--- src/rtl/pmsm_pkg.sv ---
package pmsm_pkg;
   typedef enum logic [2:0] {
      PM_D0_UNINIT = 3'd0,
      PM_D0_ACTIVE = 3'd1,
      PM_D1        = 3'd2,
      PM_D2        = 3'd3,
      PM_D3HOT     = 3'd4
   } pm_state_e;

   localparam int PS_W = 2;

   function automatic logic [PS_W-1:0] field_of(pm_state_e s);
      case (s)
         PM_D1:    return 2'b01;
         PM_D2:    return 2'b10;
         PM_D3HOT: return 2'b11;
         default:  return 2'b00;
      endcase
   endfunction
endpackage

--- src/rtl/pmsm_fsm.sv ---
module pmsm_fsm
   import pmsm_pkg::*;
(
   input  logic            clk,
   input  logic            rst_n,
   input  logic            sat_mode,
   input  logic            host_wr,
   input  logic [PS_W-1:0] host_data,
   input  logic            sw_init,
   output pm_state_e       state_q,
   output logic            d3_entry
);
   logic      hit;
   pm_state_e nxt;

   always_comb begin
      hit      = host_wr & sat_mode;
      d3_entry = hit && (host_data == 2'b11);
      nxt      = state_q;
      if (hit) begin
         case (host_data)
            2'b01:   nxt = PM_D1;
            2'b10:   nxt = PM_D2;
            2'b11:   nxt = PM_D3HOT;
            default: begin
               case (state_q)
                  PM_D3HOT:     nxt = PM_D0_UNINIT;
                  PM_D1, PM_D2: nxt = PM_D0_ACTIVE;
                  default:      nxt = state_q;
               endcase
            end
         endcase
      end else if (sw_init && state_q == PM_D0_UNINIT) begin
         nxt = PM_D0_ACTIVE;
      end
   end

   always_ff @(posedge clk or negedge rst_n) begin
      if (!rst_n) state_q <= PM_D0_UNINIT;
      else        state_q <= nxt;
   end

   assert_wr_ignored_R8: assert property (@(posedge clk) disable iff (!rst_n)
      (host_wr && !sat_mode && !sw_init) |=> $stable(state_q));
   assert_d3_entry_R4: assert property (@(posedge clk) disable iff (!rst_n)
      (host_wr && sat_mode && host_data == 2'b11) |=> state_q == PM_D3HOT);
   assert_d3_exit_R5: assert property (@(posedge clk) disable iff (!rst_n)
      (host_wr && sat_mode && host_data == 2'b00 && state_q == PM_D3HOT)
      |=> state_q == PM_D0_UNINIT);
   assert_init_R2: assert property (@(posedge clk) disable iff (!rst_n)
      (sw_init && !(host_wr && sat_mode) && state_q == PM_D0_UNINIT)
      |=> state_q == PM_D0_ACTIVE);
endmodule

--- src/rtl/pmsm_chg.sv ---
module pmsm_chg #(
   parameter bit IRQ_REG = 1'b0
) (
   input  logic clk,
   input  logic rst_n,
   input  logic set_evt,
   input  logic clr_req,
   input  logic irq_en,
   output logic flag_q,
   output logic irq
);
   always_ff @(posedge clk or negedge rst_n) begin
      if (!rst_n)       flag_q <= 1'b0;
      else if (set_evt) flag_q <= 1'b1;
      else if (clr_req) flag_q <= 1'b0;
   end

   generate
      if (IRQ_REG) begin : g_irq_reg
         logic irq_q;
         always_ff @(posedge clk or negedge rst_n) begin
            if (!rst_n) irq_q <= 1'b0;
            else        irq_q <= flag_q & irq_en;
         end
         assign irq = irq_q;
         assert_irq_mask_R7: assert property (@(posedge clk) disable iff (!rst_n)
            !irq_en |=> !irq);
      end else begin : g_irq_comb
         assign irq = flag_q & irq_en;
         assert_irq_mask_R7: assert property (@(posedge clk) disable iff (!rst_n)
            !irq_en |-> !irq);
      end
   endgenerate

   assert_set_wins_R6: assert property (@(posedge clk) disable iff (!rst_n)
      set_evt |=> flag_q);
   assert_w1c_R6: assert property (@(posedge clk) disable iff (!rst_n)
      (clr_req && !set_evt) |=> !flag_q);
endmodule

--- src/rtl/pmsm_readback.sv ---
module pmsm_readback
   import pmsm_pkg::*;
#(
   parameter int STAT_W = 8
) (
   input  logic [PS_W-1:0]   ps,
   input  logic              active,
   input  logic              flag,
   output logic [STAT_W-1:0] word
);
   localparam int USED_W = PS_W + 2;

   initial assert (STAT_W >= USED_W)
      else $error("pmsm_readback: STAT_W must be at least %0d", USED_W);

   generate
      if (STAT_W > USED_W) begin : g_pad
         assign word = {{(STAT_W-USED_W){1'b0}}, flag, active, ps};
      end else begin : g_exact
         assign word = {flag, active, ps};
      end
   endgenerate
endmodule

--- src/rtl/pmsm_top.sv ---
module pmsm_top
   import pmsm_pkg::*;
#(
   parameter int STAT_W  = 8,
   parameter bit IRQ_REG = 1'b0
) (
   input  logic              clk,
   input  logic              rst_n,
   input  logic              sat_mode,
   input  logic              cfg_ps_wr,
   input  logic [1:0]        cfg_ps_data,
   input  logic              sw_init_pulse,
   input  logic              chg_clr,
   input  logic              chg_irq_en,
   output logic [1:0]        power_state,
   output logic              d0_active,
   output logic              chg_flag,
   output logic              chg_irq,
   output logic [STAT_W-1:0] status_word
);
   pm_state_e st;
   logic      d3_set;

   pmsm_fsm u_fsm (
      .clk(clk), .rst_n(rst_n), .sat_mode(sat_mode), .host_wr(cfg_ps_wr),
      .host_data(cfg_ps_data), .sw_init(sw_init_pulse),
      .state_q(st), .d3_entry(d3_set)
   );

   pmsm_chg #(.IRQ_REG(IRQ_REG)) u_chg (
      .clk(clk), .rst_n(rst_n), .set_evt(d3_set), .clr_req(chg_clr),
      .irq_en(chg_irq_en), .flag_q(chg_flag), .irq(chg_irq)
   );

   assign power_state = field_of(st);
   assign d0_active   = (st == PM_D0_ACTIVE);

   pmsm_readback #(.STAT_W(STAT_W)) u_rb (
      .ps(power_state), .active(d0_active), .flag(chg_flag), .word(status_word)
   );

   assert_d3_flag_R4: assert property (@(posedge clk) disable iff (!rst_n)
      (power_state == 2'b11 && $past(power_state) != 2'b11) |-> chg_flag);
   assert_host_wins_R10: assert property (@(posedge clk) disable iff (!rst_n)
      (cfg_ps_wr && sat_mode && sw_init_pulse && cfg_ps_data == 2'b11)
      |=> !d0_active);
endmodule

--- config.mk ---
export PLATFORM = sky130hd
export DESIGN_NAME = pmsm_top
export DESIGN_NICKNAME = d
export VERILOG_FILES = /design/src/rtl/pmsm_pkg.sv /design/src/rtl/pmsm_fsm.sv /design/src/rtl/pmsm_chg.sv /design/src/rtl/pmsm_readback.sv /design/src/rtl/pmsm_top.sv
export SDC_FILE = /design/constraint.sdc
export NUM_CORES = 1
export LEC_CHECK = 0
export ABC_AREA = 1
export ABC_CLOCK_PERIOD_IN_PS = 1000
export BUFFER_PORTS_ARGS = -buffer_cell sky130_fd_sc_hd__buf_2
export CAP_MARGIN = 25
export CORE_MARGIN = 8
export CORE_UTILIZATION = 25
export DETAILED_ROUTE_END_ITERATION = 8
export PLACE_DENSITY = 0.52
export SKIP_CTS_REPAIR_TIMING = 1
export SKIP_LAST_GASP = 1
export SYNTH_ARGS = -nofsm -noshare
export SYNTH_HDL_FRONTEND = slang
export SYNTH_SLANG_ARGS = --single-unit
--- constraint.sdc ---
create_clock -name clk -period 1 [get_ports clk]
set_input_delay 0.05 -clock clk [delete_from_list [all_inputs] [get_ports clk]]
set_output_delay 0.05 -clock clk [all_outputs]
set_load 0.02 [all_outputs]
# == After elaboration in Yosys (flattened, before gate mapping) ==
# Cells that the tools add are included.
# op_classes
n_eq_ne,8
mux,7
reduce_logical,7
bitwise_logic,2
# op_table
op,n
3-bit one-hot mux with 3 select lines,1
3-bit by 2-bit == test with 1-bit output (second input constant),2
3-bit 2-to-1 mux,2
6-bit != test (second input constant),1
2-bit one-hot mux with 3 select lines,1
3-bit one-hot mux with 2 select lines,1
2-bit == test (second input constant),2
2-bit nonzero test,2
3-bit by 1-bit == test with 1-bit output (second input constant),1
3-bit == test (second input constant),1
3-bit zero test,1
1-bit bitwise AND,2
2-bit by 1-bit == test with 1-bit output (second input constant),1
1-bit logical AND,2
1-bit 2-to-1 mux,2
2-bit AND reduction,1
2-bit OR reduction,1
# totals
inputBits,9
wordCells,26
regBits,4

# == Logic depth before layout (Yosys ltp) ==
# logic_depth
ltp_word,5
ltp_mapped,9
depth_no_buf,9

# == Hierarchy ==
# Synthesis repeated with hierarchy kept, for this count alone.
# unflattened
cells_unflattened,64
hier_area_um2,414.1
# by_module_without_submodules
mod,area_per_inst_um2,cells_per_inst,instances,seq_area_each_um2
pmsm_fsm,265.3,39,1,75.1
pmsm_readback,63.8,9,1,0.0
pmsm_chg,47.5,7,1,25.0
pmsm_top,37.5,9,1,0.0

# == Worst setup path before layout ==
# OpenSTA, ideal clock, no wires.
# synth_path
path_kind,reg-to-output
startpoint,register u_fsm.state_q[2]
endpoint,output port status_word[2]
stages_incl_launch_ff,3
path_slack_ns,-0.265
arrival_time_ns,1.215
required_time_ns,0.950
cell_sequence,dfrtp_1 -> nor3_1 -> buf_4
# synth_via
elab_chain_len,1
# synth_lines
item,line,rtl
"start, declared",pmsm_fsm.sv:10,"output pm_state_e state_q,"
"start signal, assigned",pmsm_fsm.sv:40,else state_q <= nxt;
3-bit by 1-bit == test with 1-bit output,pmsm_top.sv:36,assign d0_active = (st == PM_D0_ACTIVE);
"end, declared",pmsm_top.sv:19,output logic [STAT_W-1:0] status_word
# No other way between the ends.

# == Worst setup path in the final report ==
# layout_path
startpoint,register u_fsm.state_q[2]
endpoint,output port status_word[1]
# layout_via
elab_chain_len,2
# layout_lines
item,line,rtl
3-bit == test / 3-bit by 2-bit == test with 1-bit output (equally long branches),pmsm_pkg.sv:13,case (s)
2-bit one-hot mux with 3 select lines (*),pmsm_pkg.sv:13,
# Every way passes the cells marked *; elsewhere a longest branch is shown, timed or not.

==> results.py <==
metrics = {
    "layout": {
        "drive_gt1_share_pct": 51.2,
        "layout.core_utilization_pct": 42.0,
        "fin_cells": 98,
        "fillers": 158,
        "area_growth_syn_to_layout_pct": 55.2,
        "antenna_cells": 0,
        "nets": 98,
    },
    "detailed_routing": {
        "routed_wl_um": 933,
        "route.detailed.drc": 0,
        "wl_per_cell_um": 9.52,
        "vias": 407,
        "dr.pass1.iters": 4,
        "viasPerCell": 4.15,
        "drtIter0Drc": 9,
        "ant_nets": 0,
    },
    "sta": {
        "max_freq_mhz": 822,
        "period_share_pct": 122,
        "skew_ps": 1.51,
        "rsz0062_at_grt": "true",
        "slew_viol_final": 0,
        "hold_ws_ps": -0.464,
        "hold_viol": 1,
        "setup_viol": 6,
        "worst_slack_ps": -216,
        "layout_min_cycle_time_ps": 1220,
    },
    "critical_path": {
        "arrival_ps": 1170,
        "critPathRequiredTime_ps": 950,
        "critical_path.top_delay_family": "flip-flops",
        "critPathMaxFanout": 4,
        "path_cells": "nor2_4 -> inv_2 -> o21ai_4 -> buf_6",
        "crit_path_start_kind": "flip-flop",
        "crit_type": "flip-flop to primary output",
        "slowest_delay_ps": 430,
        "endpoint_kind": "primary output",
        "worstPathBufferInverterCount": 2,
        "worst_path_max_delay_cell": "dfrtp_2",
    },
    "global_route": {
        "grt-ovfl-total": 0,
        "gr-usage-all-layers_pct": 5.79,
        "first_global_vias": 385,
        "grt_max_degree": 6,
        "grt_pass1_wl_um": 1500,
        "antenna_found_initial": 0,
    },
    "run_status": {
        "status": "complete, but fails checks",
        "failed_checks": "hold timing, setup timing",
    },
    "synthesis": {
        "ys_ff_latch": 4,
        "netlist.area_leader.share_pct": 24.2,
        "yosys_warnings": 0,
        "synth_ff_type": "dfrtp_1",
        "synth_common_cells": "nand2_1, inv_1, buf_4",
        "synth_cell_types": 17,
        "synth_edf_count": 0,
        "async_flop_share_pct": 100,
        "yosysSeqAreaShare_pct": 24.2,
        "syn_inst": 58,
        "synth_top_area_cell": "dfrtp_1",
        "syn_avg_cell_area_um2": 7.12,
        "syn_area_um2": 413,
        "synth.area.top_cells": "dfrtp_1, ha_1, buf_4",
        "yosysMostFrequentCell": "nand2_1",
    },
    "pwr": {
        "power_w": 0.00109,
        "cellPowerDensity_mw_per_mm2": 1700,
        "vdd_drop_max_uv": 616,
        "power_leakage_nw": 0.368,
    },
    "floorplanning": {
        "dieArea_mm2": 0.00321,
        "fp.dieH_um": 56.6,
        "io_pins": 22,
        "start_util_pct": 27.1,
        "dieWidth_um": 56.6,
        "row_count": 14,
        "core_area_mm2": 0.00152,
    },
    "clock_network": {
        "path_clk_slew_ps": 40,
        "clock_path_buffers": 2,
        "cts-root-buf": "clkbuf_4",
        "tritoncts": "done",
        "cts_buffers": 3,
        "clk_latency_ps": 230,
        "clock-sinks": 4,
        "htreeDepth": 1,
    },
    "placement": {
        "gp_congestion": 0.792,
        "dpl_worst_slack_ps": -46.4,
        "dpl.hpwl_um": 793,
        "io_buffers": 17,
        "dp_cells": 92,
    },
    "flow_run": {
        "maxCapViolCount": 0,
    },
    "hold_path": {
        "min_path_type": "input pin to flip-flop",
    },
}
[report_power, final]
part	switching [W]	internal [W]
Clock	0.0000614	0.000134
Combinational	0.000363	0.000309
Sequential	0.0000284	0.000196
Total	0.000453	0.000639
[worst paths after layout]
check	depth (start not counted)	slack (ps)	to	from
worst max-delay path	4	-220	status_word[1]	u_fsm.state_q[2]$_DFFE_PN0P_
worst min-delay path	2	-0.5	u_chg.flag_q$_DFFE_PN0P_	chg_clr
worst min register to register	2	570	u_chg.flag_q$_DFFE_PN0P_	u_chg.flag_q$_DFFE_PN0P_
worst max register to register	6	0	u_fsm.state_q[0]$_DFFE_PN0P_	u_fsm.state_q[2]$_DFFE_PN0P_
max in group asynchronous	2	710	u_fsm.state_q[2]$_DFFE_PN0P_	rst_n
min in group asynchronous	2	160	u_fsm.state_q[0]$_DFFE_PN0P_	rst_n
[cell type report]
type	instances	area, um^2	area share, %
multi-input cells	38	267	41.6
repair buffers	26	189	29.5
flip-flops and latches	4	101	15.8
inverters	11	41.3	6.45
clock buffers	3	22.5	3.52
well taps	16	20.0	3.13
[cell families (layout without fill, tap and decap cells)]
logic type	Yosys count	after routing	share of synthesized area [%]
other	1	4	0.908
AOI/OAI and AO/OA	3	3	3.64
adders and majority gates	5	5	15.2
buffers and inverters	19	40	24.5
DFF	4	4	24.2
and+or+nand+nor	26	26	31.5
[registers in the layout, indices dropped and copies added (netlist names)]
| signal | cells |
|---|---|
| u_fsm.state_q | 3 |
| u_chg.flag_q | 1 |
[cell usage in the layout (no fill, tap or decap), drive strengths merged]
cell type	n
buf	25
nand2	14
inv	11
ha	5
nand3	5
nor2	5
conb	4
dfrtp	4
clkbuf	3
o21ai	3
nor3	1
nand4	1
dlygate4sd3	1
[stage by stage]
stage	TNS [ps]	hold slack, ps	cell area, um^2
after floorplan	-383	-246	469
after global placement	-68.1	-143	552
after detailed placement	-211	-141	552
after CTS	-1490	-389	574
after global routing	-1700	11.9	641
final	-1230	-0.464	641
[worst register-to-register path, delay by kind of cell (launching register included)]
kind / cells / cell delay [ps]
buffers and inverters: 1 / 120
DFF: 1 / 430
and+or+nand+nor: 5 / 390
[metal layers]
| metal | GRT usage, % | wire length (um) | up-vias |
|---|---|---|---|
| met1 | 5.88 | 395 | 182 |
| met4 | 5.15 | 0 | 0 |
| li1 | - | - | 211 |
| met3 | 2.25 | 45 | 0 |
| met5 | 0 | 0 | - |
| met2 | 8.93 | 493 | 14 |
Power figures use the tool's default switching activity.
